--- config.mk ---
export PLATFORM = sky130hd
export DESIGN_NAME = cram_port
export DESIGN_NICKNAME = d
export VERILOG_FILES = /design/src/rtl/cram_pkg.sv /design/src/rtl/cram_store.sv /design/src/rtl/cram_seq.sv /design/src/rtl/cram_port.sv
export SDC_FILE = /design/constraint.sdc
export NUM_CORES = 2
export LEC_CHECK = 0
export BUFFER_PORTS_ARGS = -buffer_cell sky130_fd_sc_hd__buf_2
export CORE_UTILIZATION = 40
export DETAILED_ROUTE_END_ITERATION = 10
export PLACE_DENSITY_LB_ADDON = 0.15
export SYNTH_ARGS = -nofsm -noshare
export SYNTH_HDL_FRONTEND = slang
export SYNTH_SLANG_ARGS = --single-unit
--- constraint.sdc ---
create_clock -name clk -period 5.4 [get_ports clk]
set_input_delay 1.08 -clock clk [delete_from_list [all_inputs] [get_ports clk]]
set_output_delay 1.08 -clock clk [all_outputs]
set_load 0.01 [all_outputs]
--- src/rtl/cram_pkg.sv ---
package cram_pkg;

    typedef enum logic [2:0] {
        CMD_NONE = 3'd0,
        CMD_WR1  = 3'd1,
        CMD_WR5  = 3'd2,
        CMD_RD1  = 3'd3,
        CMD_RD5  = 3'd4
    } cmd_e;

    localparam int CTL_BIT_WR1 = 0;
    localparam int CTL_BIT_WR5 = 1;
    localparam int CTL_BIT_RD1 = 2;
    localparam int CTL_BIT_RD5 = 3;

    function automatic logic cmd_is_group(cmd_e c);
        return (c == CMD_WR5) || (c == CMD_RD5);
    endfunction

    function automatic logic cmd_is_store(cmd_e c);
        return (c == CMD_WR1) || (c == CMD_WR5);
    endfunction

    function automatic logic cmd_is_fetch(cmd_e c);
        return (c == CMD_RD1) || (c == CMD_RD5);
    endfunction

endpackage

--- src/rtl/cram_store.sv ---
module cram_store #(
    parameter int COEF_W   = 24,
    parameter int NUM_COEF = 62,
    parameter int ADDR_W   = 6
) (
    input  logic              clk,
    input  logic              rst_n,
    input  logic              we,
    input  logic [ADDR_W-1:0] waddr,
    input  logic [COEF_W-1:0] wdata,
    input  logic [ADDR_W-1:0] raddr,
    output logic [COEF_W-1:0] rdata
);

    logic [COEF_W-1:0] ent_q [NUM_COEF];

    for (genvar e = 0; e < NUM_COEF; e++) begin : g_ent
        logic hit;
        assign hit = we && (waddr == ADDR_W'(e));
        always_ff @(posedge clk or negedge rst_n) begin
            if (!rst_n) begin
                ent_q[e] <= '0;
            end else if (hit) begin
                ent_q[e] <= wdata;
            end
        end
    end

    always_comb begin
        rdata = '0;
        if (int'(raddr) < NUM_COEF) begin
            rdata = ent_q[raddr];
        end
    end

endmodule

--- src/rtl/cram_seq.sv ---
module cram_seq #(
    parameter int ADDR_W  = 6,
    parameter int BLK_LEN = 5,
    parameter int LEN_W   = (BLK_LEN > 1) ? $clog2(BLK_LEN) : 1
) (
    input  logic                clk,
    input  logic                rst_n,
    input  logic                start,
    input  cram_pkg::cmd_e      start_cmd,
    input  logic [ADDR_W-1:0]   start_base,
    output logic                busy,
    output logic                wr_en,
    output logic                rd_en,
    output logic [LEN_W-1:0]    word_idx,
    output logic [ADDR_W-1:0]   mem_addr,
    output logic                done
);
    import cram_pkg::*;

    typedef struct packed {
        logic              active;
        cmd_e              cmd;
        logic [ADDR_W-1:0] base;
        logic [LEN_W-1:0]  idx;
    } seq_t;

    seq_t st_d, st_q;
    logic [LEN_W-1:0] last_idx;

    always_comb begin
        st_d     = st_q;
        last_idx = cmd_is_group(st_q.cmd) ? LEN_W'(BLK_LEN - 1) : '0;
        busy     = st_q.active;
        wr_en    = st_q.active && cmd_is_store(st_q.cmd);
        rd_en    = st_q.active && cmd_is_fetch(st_q.cmd);
        word_idx = st_q.idx;
        mem_addr = st_q.base + ADDR_W'(st_q.idx);
        done     = st_q.active && (st_q.idx == last_idx);

        if (st_q.active) begin
            if (st_q.idx == last_idx) begin
                st_d.active = 1'b0;
                st_d.cmd    = CMD_NONE;
                st_d.idx    = '0;
            end else begin
                st_d.idx = st_q.idx + 1'b1;
            end
        end else if (start) begin
            st_d.active = 1'b1;
            st_d.cmd    = start_cmd;
            st_d.base   = start_base;
            st_d.idx    = '0;
        end
    end

    always_ff @(posedge clk or negedge rst_n) begin
        if (!rst_n) begin
            st_q <= '{active: 1'b0, cmd: CMD_NONE, base: '0, idx: '0};
        end else begin
            st_q <= st_d;
        end
    end

endmodule

--- src/rtl/cram_port.sv ---
module cram_port #(
    parameter int COEF_W   = 24,
    parameter int NUM_COEF = 62,
    parameter int BLK_LEN  = 5,
    parameter int BYTE_W   = 8,
    parameter int BPC      = COEF_W / BYTE_W,
    parameter int STAGE_B  = BPC * BLK_LEN,
    parameter int ADDR_W   = $clog2(NUM_COEF),
    parameter int REG_AW   = $clog2(STAGE_B + 2),
    parameter int LEN_W    = (BLK_LEN > 1) ? $clog2(BLK_LEN) : 1
) (
    input  logic              clk,
    input  logic              rst_n,
    input  logic              reg_wr,
    input  logic [REG_AW-1:0] reg_off,
    input  logic [BYTE_W-1:0] reg_wdata,
    output logic [BYTE_W-1:0] reg_rdata,
    output logic              busy,
    output logic              err
);
    import cram_pkg::*;

    localparam int OFF_INDEX = STAGE_B;
    localparam int OFF_CTL   = STAGE_B + 1;
    localparam int CMD_BITS  = 4;
    localparam int RSV_BITS  = BYTE_W - CMD_BITS;
    localparam int LAST_GRP  = NUM_COEF - BLK_LEN;

    typedef struct packed {
        logic [STAGE_B-1:0][BYTE_W-1:0] stage;
        logic [ADDR_W-1:0]              base;
        logic [RSV_BITS-1:0]            rsv;
        logic [CMD_BITS-1:0]            cmd;
        logic                           err;
    } regs_t;

    regs_t st_d, st_q;

    logic              seq_start;
    cmd_e              seq_cmd;
    logic              seq_busy;
    logic              seq_wr;
    logic              seq_rd;
    logic [LEN_W-1:0]  seq_idx;
    logic [ADDR_W-1:0] seq_addr;
    logic              seq_done;
    logic [COEF_W-1:0] mem_wword;
    logic [COEF_W-1:0] mem_rword;

    cram_seq #(
        .ADDR_W  (ADDR_W),
        .BLK_LEN (BLK_LEN),
        .LEN_W   (LEN_W)
    ) i_seq (
        .clk        (clk),
        .rst_n      (rst_n),
        .start      (seq_start),
        .start_cmd  (seq_cmd),
        .start_base (st_q.base),
        .busy       (seq_busy),
        .wr_en      (seq_wr),
        .rd_en      (seq_rd),
        .word_idx   (seq_idx),
        .mem_addr   (seq_addr),
        .done       (seq_done)
    );

    cram_store #(
        .COEF_W   (COEF_W),
        .NUM_COEF (NUM_COEF),
        .ADDR_W   (ADDR_W)
    ) i_store (
        .clk   (clk),
        .rst_n (rst_n),
        .we    (seq_wr),
        .waddr (seq_addr),
        .wdata (mem_wword),
        .raddr (seq_addr),
        .rdata (mem_rword)
    );

    // Staging word selected by the sequencer, assembled MSB first
    always_comb begin
        mem_wword = '0;
        for (int b = 0; b < BPC; b++) begin
            mem_wword[COEF_W-1-BYTE_W*b -: BYTE_W] = st_q.stage[int'(seq_idx)*BPC + b];
        end
    end

    // Next-state logic: host writes, command decode, fetch capture
    always_comb begin
        logic           idx_ok;
        logic           grp_ok;
        logic [CMD_BITS-1:0] req;
        cmd_e           pick;
        logic [CMD_BITS-1:0] pick_oh;

        st_d      = st_q;
        seq_start = 1'b0;
        seq_cmd   = CMD_NONE;
        req       = reg_wdata[CMD_BITS-1:0];
        idx_ok    = int'(st_q.base) < NUM_COEF;
        grp_ok    = int'(st_q.base) <= LAST_GRP;
        pick      = CMD_NONE;
        pick_oh   = '0;

        // lowest set bit wins
        if (req[CTL_BIT_WR1]) begin
            pick = CMD_WR1; pick_oh[CTL_BIT_WR1] = 1'b1;
        end else if (req[CTL_BIT_WR5]) begin
            pick = CMD_WR5; pick_oh[CTL_BIT_WR5] = 1'b1;
        end else if (req[CTL_BIT_RD1]) begin
            pick = CMD_RD1; pick_oh[CTL_BIT_RD1] = 1'b1;
        end else if (req[CTL_BIT_RD5]) begin
            pick = CMD_RD5; pick_oh[CTL_BIT_RD5] = 1'b1;
        end

        if (seq_busy) begin
            if (seq_rd) begin
                for (int b = 0; b < BPC; b++) begin
                    st_d.stage[int'(seq_idx)*BPC + b] = mem_rword[COEF_W-1-BYTE_W*b -: BYTE_W];
                end
            end
            if (seq_done) begin
                st_d.cmd = '0;
            end
        end else if (reg_wr) begin
            if (int'(reg_off) < STAGE_B) begin
                st_d.stage[reg_off] = reg_wdata;
            end else if (int'(reg_off) == OFF_INDEX) begin
                st_d.base = reg_wdata[ADDR_W-1:0];
            end else if (int'(reg_off) == OFF_CTL) begin
                st_d.rsv = reg_wdata[BYTE_W-1:CMD_BITS];
                if (pick != CMD_NONE) begin
                    if (idx_ok && (grp_ok || !cmd_is_group(pick))) begin
                        seq_start = 1'b1;
                        seq_cmd   = pick;
                        st_d.cmd  = pick_oh;
                        st_d.err  = 1'b0;
                    end else begin
                        st_d.cmd  = '0;
                        st_d.err  = 1'b1;
                    end
                end
            end
        end
    end

    always_ff @(posedge clk or negedge rst_n) begin
        if (!rst_n) begin
            st_q <= '0;
        end else begin
            st_q <= st_d;
        end
    end

    // Host read mux
    always_comb begin
        reg_rdata = '0;
        if (int'(reg_off) < STAGE_B) begin
            reg_rdata = st_q.stage[reg_off];
        end else if (int'(reg_off) == OFF_INDEX) begin
            reg_rdata = BYTE_W'(st_q.base);
        end else if (int'(reg_off) == OFF_CTL) begin
            reg_rdata = {st_q.rsv, st_q.cmd};
        end
    end

    assign busy = seq_busy;
    assign err  = st_q.err;

endmodule

==> results_dict.tcl <==
set metrics [dict create \
    timing.critical_path.buf_inv 4 \
    clockRootBuffer "clkbuf_16" \
    overflow 0 \
    grt_pass1_wl_um 444000 \
    path_cells "ha_4, fa_4, buf_12, buf_12, mux4_2, nand2_1, nand2_1, o21ai_0, o22a_1, o21ai_1, buf_4, a2111oi_0, buf_4, o31ai_1" \
    cp-end-kind "flip-flop" \
    grt_usage_pct 29.9 \
    synth_area_mm2 0.0800 \
    cts.clk_slew.worst_paths_ps 60 \
    post-place-ws_ps 244 \
    status "completed" \
    io_pins 26 \
    async_reset_ff_share_pct 100 \
    core_mm2 0.198 \
    holdBufCountCts 0 \
    num_vias 63155 \
    dp_hpwl_um 199000 \
    yosys_warnings 0 \
    area_growth_pct 12.8 \
    rsz0062_at_grt "no" \
    ir_drop_v 0.000627 \
    syn_inst 7895 \
    maxCapViolCount 0 \
    dpl_cell_area_mm2 0.0843 \
    synth_commonest_cells "1930 x nand2_1, 1636 x dfrtp_1, 1559 x o21ai_0" \
    seqCellArea_mm2 0.0409 \
    layout_setup_ws_ps 97.9 \
    io_buffers 25 \
    finalWirelength_um 302000 \
    cts_setup_buffers 0 \
    yosysMostFrequentCell "nand2_1" \
    yosys.area_share.simple_pct 12.5 \
    tns_ps 0 \
    cts_tree "built" \
    finalCriticalPeriod_ps 5300 \
    multiInputGateArea_mm2 0.0360 \
    cts_buffers 185 \
    cts_max_level 4 \
    leakagePower_nw 37.8 \
    cp.required_ps 6140 \
    slew_headroom_pct 16.7 \
    yosysTopAreaCell "dfrtp_1" \
    power_density_mw_per_mm2 535 \
    num-fill-cells 18607 \
    syn_nets 7927 \
    clock-sinks 1636 \
    initial_core_util_pct 40.4 \
    antenna_found_initial 14 \
    critPathSlowestCell "fa_4" \
    slowest_delay_ps 930 \
    nets 7782 \
    final_hold_viol_count 0 \
    ys.flop_type "dfrtp_1" \
    grt_pass1_vias 61347 \
    fp-row-count 163 \
    r2r_setup_slack_ps 100 \
    synth_top_area_share_pct 51.2 \
    hold_ws_ps 264 \
    total_power_mw 48.3 \
    cp_data_arrival_time_ps 6050 \
    synth-seq-cells 1636 \
    clk_latency_ps 870 \
    drt_iter0_markers 6767 \
    setup_violations 0 \
    place_congestion 0.993 \
    synth_edf_count 0 \
    crit_type "reg2reg" \
    yosysSeqAreaShare_pct 51.2 \
    fin_worst_skew_ps 59.3 \
    cts.path.max_buffers 3 \
    worstSetupStartpointType "flip-flop" \
    hold_class "in2async" \
    place_inst 10203 \
    design_area_mm2 0.0902 \
    final_antenna_net_count 0 \
    dieHeight_um 449 \
    grt_start_max_net_pins 134 \
    slew_viol_final 0 \
    drcViolationCount 0 \
    die_w_um 449 \
    synth_compound_area_share_pct 16.4 \
    routed_via_density 5.99 \
    synth_adder_area_share_pct 0.269 \
    ys_top_cells_by_area "dfrtp_1 51%, mux4_2 13%, o21ai_0 9.8%" \
    synth_xor_area_share_pct 0.159 \
    crit_fanout 32 \
    cts_resized 0 \
    layout.cells.non_filler 10538 \
    post-route-util_pct 45.6 \
    drt_first_pass_iters 9 \
    worst_pin_slew_ps 1240 \
    synth_top_family_by_area "compound AO/OA/AOI/OAI gates" \
    path_delay_family "compound AO/OA/AOI/OAI gates" \
    fmax_mhz 189 \
    post-route-period-util_pct 98.2 \
    synthMuxAreaShare_pct 15.1 \
    syn-mean-instance-area_um2 10.1 \
    wl_per_cell_um 28.7 \
    layout-drive-gt1-share_pct 16.5 \
    synth_cell_type_count 89 \
    die-area_mm2 0.202 \
]
[kinds of logic after synthesis]
logic type,after synthesis
AND/OR/NAND/NOR,2494
AO/OA/AOI/OAI,2310
flip-flops,1636
buffers and inverters,789
multiplexers,638
adder cells (fa/ha/maj),16
XOR/XNOR,12
[state kept, by name, indices dropped and copies added, names as in the netlist]
| name | cells |
|---|---|
| i_seq.st_q | 9 |
| i_seq.word_idx | 3 |
| i_seq.busy | 1 |
| i_store.ent_q | 1488 |
| st_q | 134 |
| err | 1 |
[power by group]
part / leakage (nW) / switching, mW / internal, mW
logic: 12.2 / 15.1 / 5.92
clock network: 2.92 / 5.31 / 7.16
registers: 22.7 / 1.43 / 13.3
[layer usage]
layer  global-route usage (%)  wire (µm)
met1                     42.6     131000
met2                     45.2     134000
met5                        0          7
met3                     4.75      22400
met4                     13.2      14900
[placed cells by master, fill, tap and decap left out, types with 69 or more instances in the layout]
cell type	count
mux2i_1	139
o21ai_0	1556
buf_4	349
nor2_1	267
nor3_1	69
clkbuf_16	190
dfrtp_1	1635
nand3_1	74
a21oi_1	204
nand2_1	1909
mux4_2	449
[final cells by class]
cell class | count | share of cell area [%]
flip-flops and latches | 1636 | 45.4
multi-input cells | 5470 | 39.9
clock buffers | 286 | 6.07
repair buffers | 432 | 4.35
well taps | 2640 | 3.66
clock inverters | 47 | 0.530
inverters | 25 | 0.104
diodes | 2 | 0.00555
[path summary, 6_finish.rpt]
path	to	cells after the start	from
max in group asynchronous	i_store.ent_q[338]$_DFFE_PN0P_	3	rst_n
worst min register to register	i_store.ent_q[1304]$_DFFE_PN0P_	2	i_store.ent_q[1304]$_DFFE_PN0P_
min in group clk	i_store.ent_q[1304]$_DFFE_PN0P_	2	i_store.ent_q[1304]$_DFFE_PN0P_
worst max-delay path	st_q[45]$_DFFE_PN0P_	14	i_seq.word_idx[0]$_DFFE_PN0P_
worst max register to register	st_q[45]$_DFFE_PN0P_	14	i_seq.word_idx[0]$_DFFE_PN0P_
worst min-delay path	st_q[114]$_DFFE_PN0P_	1	rst_n
[worst register-to-register path: stages, from the launching register on]
cell and delay (ps):
dfrtp_4 550, ha_4 210, fa_4 930, buf_12 200
buf_12 230, mux4_2 370, nand2_1 90, nand2_1 200
o21ai_0 620, o22a_1 270, o21ai_1 110, buf_4 190
a2111oi_0 890, buf_4 250, o31ai_1 70
Note: power is estimated with default switching activity, not from simulation.
